### src/rtl/hsq_pkg.sv
package hsq_pkg;
  typedef struct packed {
    logic latchEn;   // capture data bus as previous byte
    logic fireEn;    // evaluate a hotspot this clock
  } hsqCtrl_t;
endpackage

### src/rtl/hsq_datapath.sv
module hsq_datapath
  import hsq_pkg::*;
#(
  parameter int DATA_W = 8,
  parameter int PAGE_W = 5,
  parameter logic [3:0] GATE_LO = 4'h6,
  parameter logic [3:0] GATE_HI = 4'h7,
  parameter bit CHECK_PAGE = 1'b1,
  parameter logic [7:0] RESET_BYTE = 8'h00
) (
  input  logic              clk,
  input  logic              rstN,
  input  hsqCtrl_t          ctrl,
  input  logic [DATA_W-1:0] dataBus,
  input  logic [PAGE_W-1:0] addrPage,
  output logic              gateOk
);
  localparam int NIB_W = DATA_W / 2;

  logic [DATA_W-1:0] prevByte;
  logic [NIB_W-1:0]  prevNibble;
  logic              nibbleOk;
  logic              pageOk;

  always_ff @(posedge clk) begin
    if (!rstN) prevByte <= RESET_BYTE[DATA_W-1:0];
    else if (ctrl.latchEn) prevByte <= dataBus;
  end

  assign prevNibble = prevByte[DATA_W-1 -: NIB_W];
  assign nibbleOk   = (prevNibble >= GATE_LO[NIB_W-1:0]) &&
                      (prevNibble <= GATE_HI[NIB_W-1:0]);

  generate
    if (CHECK_PAGE) begin : gPage
      assign pageOk = (prevByte[PAGE_W-1:0] == addrPage);
    end else begin : gNoPage
      logic unusedPage;
      assign unusedPage = ^addrPage;
      assign pageOk = 1'b1 | unusedPage;
    end
  endgenerate

  assign gateOk = nibbleOk && pageOk;
endmodule

### src/rtl/hsq_control.sv
module hsq_control
  import hsq_pkg::*;
(
  input  logic     clk,
  input  logic     rstN,
  input  logic     cycleStrobe,
  input  logic     rawHit,
  input  logic     gateOk,
  output hsqCtrl_t ctrl,
  output logic     trigger
);
  always_comb begin
    ctrl.latchEn = cycleStrobe;
    ctrl.fireEn  = cycleStrobe && rawHit;
  end

  always_ff @(posedge clk) begin
    if (!rstN) trigger <= 1'b0;
    else trigger <= ctrl.fireEn && gateOk;
  end
endmodule

### src/rtl/hotspot_qualifier.sv
module hotspot_qualifier
  import hsq_pkg::*;
#(
  parameter int DATA_W = 8,
  parameter int PAGE_W = 5,
  parameter bit CHECK_PAGE = 1'b1
) (
  input  logic              clk,
  input  logic              rstN,
  input  logic              cycleStrobe,
  input  logic [PAGE_W-1:0] addrPage,
  input  logic [DATA_W-1:0] dataBus,
  input  logic              rawHit,
  output logic              trigger
);
  hsqCtrl_t ctrl;
  logic     gateOk;

  hsq_control uCtrl (
    .clk(clk), .rstN(rstN), .cycleStrobe(cycleStrobe), .rawHit(rawHit),
    .gateOk(gateOk), .ctrl(ctrl), .trigger(trigger)
  );

  hsq_datapath #(.DATA_W(DATA_W), .PAGE_W(PAGE_W), .CHECK_PAGE(CHECK_PAGE)) uDp (
    .clk(clk), .rstN(rstN), .ctrl(ctrl), .dataBus(dataBus),
    .addrPage(addrPage), .gateOk(gateOk)
  );
endmodule

### config.mk
export PLATFORM = sky130hd
export DESIGN_NAME = hotspot_qualifier
export DESIGN_NICKNAME = d
export VERILOG_FILES = /design/src/rtl/hsq_pkg.sv /design/src/rtl/hsq_datapath.sv /design/src/rtl/hsq_control.sv /design/src/rtl/hotspot_qualifier.sv
export SDC_FILE = /design/constraint.sdc
export NUM_CORES = 1
export LEC_CHECK = 0
export ABC_AREA = 0
export BUFFER_PORTS_ARGS = -buffer_cell sky130_fd_sc_hd__buf_2
export CORE_AREA = 3 3 40 42
export DETAILED_ROUTE_END_ITERATION = 6
export DIE_AREA = 0 0 43 45
export SYNTH_ARGS = -nofsm -noshare
export SYNTH_HDL_FRONTEND = slang
export SYNTH_HIERARCHICAL = 1
export SYNTH_SLANG_ARGS = --single-unit
### constraint.sdc
create_clock -name clk -period 2.7 [get_ports clk]
set_clock_uncertainty 0.05 [all_clocks]
set_input_delay 0.27 -clock clk [delete_from_list [all_inputs] [get_ports clk]]
set_output_delay 0.27 -clock clk [all_outputs]
set_load 0.005 [all_outputs]
==> flow_summary_export.csv, run 1 <==
group,metric,value,unit
run,drv_cap,0,
critical_path,cp-startpoint,"uDp/prevByte[4]$_SDFFE_PN0P_",
critical_path,start_kind,"flop",
layout,final_cell_mix,"buf_2, dfxtp_1, mux2i_1, nor2b_1, xnor2_1",
sta,tightest_slew,242,ps
critical_path,worst-path-stages,4,
clock_network,cts_tree,"yes",
floorplanning,num_io_pins,18,
placement,place.gp.congestion,0.667,
grt,globalRoute.totalOverflow,0,
critical_path,cp_cell_sequence,"xnor2_1 -> nand4_1 -> nor3_2 -> and4_1",
grt,grt_pass1_vias,293,
synth,postSynthAreaPerCell,11.2,um^2
floorplanning,start_util,0.314,
pwr,max-vdd-ir-drop,223,uV
detailed_routing,drc,0,
detailed_routing,wirelength,719,um
floorplanning,num_rows,13,
layout,diodes,0,
floorplanning,core,1280,um^2
critical_path,worst_path_dominant_cell_family,"simple AND/OR/NAND/NOR gates",
clock_network,cts.sinks,9,
synth,netlist_area,403,um^2
status,status,"complete, no violations",
sta,max_slew_margin,0.838,
sta,final-hold-violation-count,0,
synth,syn_nets,53,
clock_network,cts_htree_levels,1,
clock_network,hold_buffers,0,
critical_path,r2r_slack,1660,ps
critical_path,crit_end,"uCtrl/trigger$_SDFF_PN0_",
critical_path,ff2ff_path_depth,4,
pwr,p_leak,0.235,nW
detailed_routing,final_antenna_net_count,0,
layout,syn2layout_area_growth,28.0,%
layout,fin_nets,73,
clock_network,cts_resized,0,
detailed_routing,wire_per_inst,10.3,um
sta,period_needed,1040,ps
clock_network,post_cts_buffers,0,
pwr,powerDensity,544,nW/um^2
critical_path,slowest_delay,320,ps
detailed_routing,first_pass_iters,2,
critical_path,worstSetupEndpointType,"flop",
layout,finish.utilization,0.401,
floorplanning,chipWidth,43,um
sta,fmax,963,MHz
grt,grt_usage,0.0887,
floorplanning,die_y,45,um
layout,drive_above_1_share,0.400,
sta,finalSetupTns,0,ps
critical_path,reg2reg_from,"uDp/prevByte[4]$_SDFFE_PN0P_",
grt,grt_pass1_wl,1150,um
clock_network,clk_latency,260,ps
synth,syn_inst,36,
critical_path,cp_data_required_time,2850,ps
grt,grt_max_degree,10,
layout,layout_commonest_cell,"buf_2",
detailed_routing,num_vias,302,
critical_path,critPathKind,"reg -> reg",
sta,slew_violations,0,
clock_network,cts_root_buffer,"clkbuf_4",
layout,n_fill_cell,144,
clock_network,numCtsBuffers,3,
critical_path,cp_data_arrival_time,1190,ps
hold_path,hold_path.class,"in -> reg",
clock_network,clk_path_buf_depth,2,
floorplanning,die-area,1940,um^2
critical_path,reg2reg_to,"uCtrl/trigger$_SDFF_PN0_",
sta,finalSetupViolCount,0,
critical_path,critPathBufInv,0,
grt,antenna_found_initial,0,
detailed_routing,vias_per_cell,4.31,
detailed_routing,drtIter0Drc,1,
clock_network,clkSlewWorstSetupHoldPaths,60,ps
sta,rsz0062_at_grt,"false",
placement,portBuffers,17,
critical_path,cp_slowest_cell,"dfxtp_1",
critical_path,crit_fanout,2,
synth,ys_warn_count,6,
sta,period_share,0.385,
==> worst min-delay path by stage <==
stage | from | to | slack, ps | cells past startpoint
floorplan | rstN | uDp/prevByte[0]$_SDFFE_PN0P_ | 350 | 1
global placement | uDp/prevByte[5]$_SDFFE_PN0P_ | uDp/prevByte[5]$_SDFFE_PN0P_ | 450 | 2
detailed placement | uDp/prevByte[5]$_SDFFE_PN0P_ | uDp/prevByte[5]$_SDFFE_PN0P_ | 460 | 2
CTS | dataBus[0] | uDp/prevByte[0]$_SDFFE_PN0P_ | 210 | 3
global route | dataBus[0] | uDp/prevByte[0]$_SDFFE_PN0P_ | 220 | 3
finish | dataBus[0] | uDp/prevByte[0]$_SDFFE_PN0P_ | 220 | 3
==> routing by layer <==
layer  part of all wire  wire [um]  track usage  up-vias
met4              0.014         10       0.0542        0
li1                   -          -            -      158
met5                  0          0            0        -
met1               0.38        274       0.0929      133
met3              0.088         63       0.0637        2
met2               0.52        371        0.129        9
==> report_power, final <==
part           switching [W]  total (W)  internal (W)
logic              0.0000135  0.0000358     0.0000223
registers         0.00000432   0.000144      0.000140
clock network      0.0000458   0.000100     0.0000545
==> final cells by class <==
| cell class | count | area, um^2 | area share |
|---|---|---|---|
| clock buffers | 3 | 22.5 | 0.0437 |
| clock inverters | 1 | 5.00 | 0.00971 |
| multi-input cells | 25 | 204 | 0.396 |
| flip-flops and latches | 9 | 180 | 0.350 |
| well taps | 15 | 18.8 | 0.0364 |
| repair buffers | 17 | 85.1 | 0.165 |
==> worst register-to-register path: cells and delay by family (launching register included) <==
kind | cells | cell delay (ps)
xor+xnor | 1 | 160
flops | 1 | 320
simple gates | 3 | 460
==> sequential cells by signal, indices dropped and copies added, names as in the netlist <==
name and cells:
uDp/prevByte 8, uCtrl/trigger 1
==> through the flow <==
step / power (W) / hold slack (ps) / std cells / area (um^2) / worst slack [ps]
after floorplan: 0.000170 / 348 / 36 / 403 / 1730
after global placement: 0.000184 / 453 / 66 / 488 / 1630
final: 0.000280 / 218 / 70 / 515 / 1660
after detailed placement: 0.000184 / 465 / 66 / 488 / 1610
after CTS: 0.000287 / 210 / 70 / 515 / 1640
after global routing: 0.000301 / 219 / 70 / 515 / 1530
Note: power is estimated with default switching activity, not from simulation.
==> run 2: changes to the inputs <==
Clock period 2.7 ns to 1 ns, I/O delays scaled along.
==> run 2 against run 1 <==
Effect of this change: total power rose to 2.8 times the previous value; die area did not move; design area rose by 5.3%; setup slack got worse by 1600 ps; largest cell class unchanged.
==> flow_summary_export.csv, run 2 (synthesized netlist as in run 1, its figures left out) <==
group,metric,value,unit
status,status,"complete, no violations",
layout,largest_reg_flops,8,
critical_path,cp-startpoint,"uDp/prevByte[0]$_SDFFE_PN0P_",
layout,final_cell_mix,"buf_2, mux2i_1, nor2b_1",
pwr,comb_power_share,0.138,
critical_path,reg2reg_from,"uDp/prevByte[0]$_SDFFE_PN0P_",
sta,final-hold-violation-count,0,
layout,instances_no_fill,70,
sta,max_slew_margin,0.829,
sta,tightest_slew,257,ps
sta,rsz0062_at_grt,"true",
layout,diodes,0,
sta,fmax,1030,MHz
layout,regMostFlops,"uDp/prevByte",
grt,grt_max_degree,10,
pwr,seq_power_share,0.501,
grt,grt_pass1_wl,1300,um
critical_path,critPathKind,"reg -> reg",
run,drv_cap,0,
clock_network,clk_path_buf_depth,2,
critical_path,cp_data_arrival_time,1120,ps
layout,syn2layout_area_growth,34.8,%
detailed_routing,vias_per_cell,4.34,
critical_path,reg2reg_to,"uCtrl/trigger$_SDFF_PN0_",
pwr,p_total,0.000787,W
floorplanning,num_rows,13,
detailed_routing,final_antenna_net_count,0,
layout,final_cell_area,543,um^2
critical_path,worstSetupEndpointType,"flop",
critical_path,crit_fanout,2,
placement,portBuffers,17,
detailed_routing,first_pass_iters,2,
detailed_routing,wire_per_inst,11.6,um
pwr,max-vdd-ir-drop,600,uV
floorplanning,die_y,45,um
pwr,internal_power,0.000602,W
grt,grt_usage,0.0944,
grt,antenna_found_initial,0,
pwr,pwr-share-clk,0.360,
clock_network,cts.sinks,9,
layout,drive_above_1_share,0.527,
floorplanning,chipWidth,43,um
pwr,p_leak,0.248,nW
clock_network,cts_root_buffer,"clkbuf_4",
critical_path,r2r_slack,30,ps
critical_path,ff2ff_path_depth,4,
critical_path,crit_end,"uCtrl/trigger$_SDFF_PN0_",
grt,globalRoute.totalOverflow,0,
clock_network,clkSlewWorstSetupHoldPaths,70,ps
sta,period_needed,975,ps
floorplanning,core,1280,um^2
layout,largest_registers,"uDp/prevByte x8, uCtrl/trigger x1",
detailed_routing,drc,0,
detailed_routing,num_vias,304,
hold_path,hold_path.class,"in -> reg",
sta,period_share,0.975,
pwr,powerDensity,1450,nW/um^2
clock_network,cts_htree_levels,1,
placement,placed_cell_area,488,um^2
grt,grt_pass1_vias,309,
placement,place.gp.congestion,0.610,
sta,slew_violations,0,
layout,fin_nets,73,
clock_network,cts_tree,"yes",
floorplanning,start_util,0.314,
pwr,p_sw,0.000185,W
critical_path,cp_data_required_time,1150,ps
pwr,p_sw_frac,0.235,
floorplanning,die-area,1940,um^2
placement,numPlacedInstances,66,
clock_network,numCtsBuffers,3,
layout,layout_commonest_cell,"buf_2",
clock_network,clk_latency,260,ps
hold_path,holdPathStages,3,
detailed_routing,wirelength,813,um
sta,finalSetupViolCount,0,
critical_path,start_kind,"flop",
detailed_routing,drtIter0Drc,2,
placement,hpwl,617,um
floorplanning,num_io_pins,18,
-- run 2: routing by layer --
| layer | share of wire | GRT usage |
|---|---|---|
| met5 | 0 | 0 |
| met4 | 0 | 0.0723 |
| met3 | 0.057 | 0.0359 |
| met2 | 0.48 | 0.132 |
| met1 | 0.46 | 0.117 |
-- run 2: layout make-up --
class | instances | area (um^2)
fill | 131 | 742
multi-input combinational | 25 | 226
sequential | 9 | 186
timing repair buffer | 17 | 85.1
clock buffer | 4 | 26.3
tap | 15 | 18.8
-- run 2: how the worst min path moves through the flow --
stage                           from                            to  slack, ps
after floorplan                 rstN  uDp/prevByte[0]$_SDFFE_PN0P_        180
after global placement        rawHit      uCtrl/trigger$_SDFF_PN0_        310
after detailed placement  dataBus[3]  uDp/prevByte[3]$_SDFFE_PN0P_        320
after CTS                 dataBus[3]  uDp/prevByte[3]$_SDFFE_PN0P_         40
after global routing      dataBus[0]  uDp/prevByte[0]$_SDFFE_PN0P_         50
final                     dataBus[3]  uDp/prevByte[3]$_SDFFE_PN0P_         40
-- run 2: critical path, cell delays in order (launching register included) --
cell and delay, ps:
dfxtp_2 350, xnor2_2 100, nand3_1 90, nor3_2 140, and4_1 180
-- run 2: through the flow --
| step | hold WS (ps) | worst slack (ps) | TNS, ps | util |
|---|---|---|---|---|
| 3_5_place_dp | 317 | -57.9 | -57.9 | 0.380 |
| 6_report | 44.9 | 25.4 | 0 | 0.423 |
| 4_1_cts | 39.1 | 3.59 | 0 | 0.417 |
| 5_1_grt | 54.2 | -50.9 | -50.9 | 0.423 |
| 3_3_place_gp | 308 | -21.1 | -21.1 | 0.380 |
| 2_1_floorplan | 178 | 26.4 | 0 | - |
-- run 2: power by group through the flow --
stage	Combinational [W]	Clock [W]	Sequential, W
after global placement	0.0000992	0	0.000397
final	0.000109	0.000284	0.000394
after CTS	0.000107	0.000297	0.000394
after floorplan	0.0000650	0	0.000395
after detailed placement	0.000100	0	0.000398
after global routing	0.000120	0.000311	0.000397
-- run 2: repair_timing --
action,CTS,global route
hold buffers,0,0
setup endpoints to repair,1,1
pin swaps,9,1
setup buffers,0,0
gates resized for setup,7,1
endpoints found under the hold margin,0,0
==> run 3: changes to the inputs <==
Settings changed: CORE_AREA 3 3 40 42 to 2 2 39 41, DIE_AREA 0 0 43 45 to 0 0 41 43, GPL_ROUTABILITY_DRIVEN set to 1, PLACE_DENSITY_LB_ADDON set to 0.12.
==> run 3 against run 2 <==
Effect of this change: setup slack worse by 3.1 ps; clock power is 4% lower; global-route usage is 1.7 points higher; count of clock-buffer cells in the layout stayed put; total power is 1.5% lower; sequential share of layout area is 0.23 points lower; critical path depth stayed put; sequential power hardly changed.
==> flow_summary_export.csv, run 3 (synthesized netlist as in run 1, its figures left out) <==
group,metric,value,unit
status,status,"complete, no violations",
detailed_routing,final_antenna_net_count,0,
clock_network,cts_htree_levels,1,
detailed_routing,first_pass_iters,3,
layout,layout_commonest_cell,"buf_2",
sta,rsz0062_at_grt,"true",
layout,fin_nets,73,
floorplanning,chipWidth,41,um
grt,globalRoute.totalOverflow,0,
clock_network,cts.sinks,9,
critical_path,cp_slowest_cell,"dfxtp_2",
clock_network,post_cts_buffers,0,
sta,hold_ws,58.3,ps
run,drv_cap,0,
sta,max_slew_margin,0.828,
critical_path,slowest_delay,340,ps
layout,syn2layout_area_growth,34.8,%
floorplanning,num_rows,14,
detailed_routing,wire_per_inst,10.3,um
grt,grt_pass1_wl,1200,um
grt,grt_usage,0.111,
layout,diodes,0,
layout,drive_above_1_share,0.509,
critical_path,cp_data_required_time,1150,ps
grt,grt_max_degree,10,
floorplanning,die-area,1760,um^2
detailed_routing,drc,0,
pwr,powerDensity,1430,nW/um^2
layout,largest_registers,"uDp/prevByte x8, uCtrl/trigger x1",
sta,tightest_slew,258,ps
sta,fmax,1020,MHz
critical_path,ff2ff_path_depth,4,
critical_path,cp_data_arrival_time,1130,ps
floorplanning,start_util,0.291,
clock_network,cts_root_buffer,"clkbuf_4",
placement,pre_cts_ws,-35.8,ps
pwr,p_total,0.000775,W
floorplanning,core,1380,um^2
critical_path,worstSetupEndpointType,"flop",
sta,final-hold-violation-count,0,
layout,final_cell_mix,"buf_2, mux2i_1, nor2b_1",
layout,largest_reg_flops,8,
clock_network,clk_latency,250,ps
grt,antenna_found_initial,0,
sta,finalSetupTns,0,ps
sta,slew_violations,0,
detailed_routing,drtIter0Drc,3,
clock_network,clkSlewWorstSetupHoldPaths,60,ps
detailed_routing,vias_per_cell,4.32,
grt,grt_pass1_vias,301,
placement,placed_cell_area,489,um^2
placement,portBuffers,17,
floorplanning,num_io_pins,18,
critical_path,start_kind,"flop",
clock_network,clk_path_buf_depth,2,
detailed_routing,num_vias,307,
pwr,max-vdd-ir-drop,777,uV
clock_network,numCtsBuffers,3,
floorplanning,die_y,43,um
layout,final_cell_area,543,um^2
hold_path,hold_path.class,"in -> reg",
detailed_routing,wirelength,730,um
critical_path,crit_fanout,2,
pwr,p_leak,0.247,nW
sta,period_share,0.978,
sta,post-route-worst-setup-slack,22.2,ps
sta,period_needed,978,ps
sta,finalSetupViolCount,0,
layout,regMostFlops,"uDp/prevByte",
hold_path,holdPathStages,3,
critical_path,cp_cell_sequence,"xnor2_2 -> nand3_1 -> nor3_2 -> and4_1",
clock_network,cts_tree,"yes",
placement,place.gp.congestion,0.634,
critical_path,critPathKind,"reg -> reg",
run 3: worst max-delay path, delay by kind of cell, from the launching register on:
family           cells  cell delay, ps
AND/OR/NAND/NOR      3             430
XOR/XNOR             1             100
flip-flops           1             340
run 3: timing repair:
action,in CTS,in global routing
resized for setup,5,2
gates cloned,0,0
hold buffers,0,0
pin swaps,8,3
endpoints found under the setup margin,1,1
run 3: layout make-up:
class / instances / area [um^2]
clock buffers: 4 / 26.3
fillers: 152 / 841
multi-input cells: 25 / 226
flip-flops and latches: 9 / 185
well taps: 16 / 20.0
repair buffers: 17 / 85.1
run 3: metrics by stage:
step                      std cells  utilization
after floorplan                  36            -
after detailed placement         67        0.354
after global routing             71        0.392
after CTS                        71        0.382
final                            71        0.392
after global placement           67        0.354
run 3: path summary, 6_finish.rpt:
kind | start | end | slack, ps
worst max-delay path | uDp/prevByte[0]$_SDFFE_PN0P_ | uCtrl/trigger$_SDFF_PN0_ | 20
worst min-delay path | dataBus[2] | uDp/prevByte[2]$_SDFFE_PN0P_ | 60
worst max register to register | uDp/prevByte[0]$_SDFFE_PN0P_ | uCtrl/trigger$_SDFF_PN0_ | 20
worst min register to register | uDp/prevByte[5]$_SDFFE_PN0P_ | uDp/prevByte[5]$_SDFFE_PN0P_ | 480
run 3: per-layer routing:
metal | up-vias | routed length [um] | share of wire | GRT usage
li1 | 157 | - | - | -
met1 | 139 | 298 | 0.41 | 0.114
met2 | 9 | 362 | 0.50 | 0.159
met3 | 2 | 58 | 0.079 | 0.0785
met4 | 0 | 10 | 0.014 | 0.0600
met5 | - | 0 | 0 | 0
run 3: power breakdown:
group / switching, W / leakage [nW] / internal [W] / total, W
sequential: 0.0000139 / 0.0755 / 0.000380 / 0.000394
clock: 0.000118 / 0.0150 / 0.000153 / 0.000272
combinational: 0.0000414 / 0.157 / 0.0000680 / 0.000109
total: 0.000174 / 0.247 / 0.000601 / 0.000775
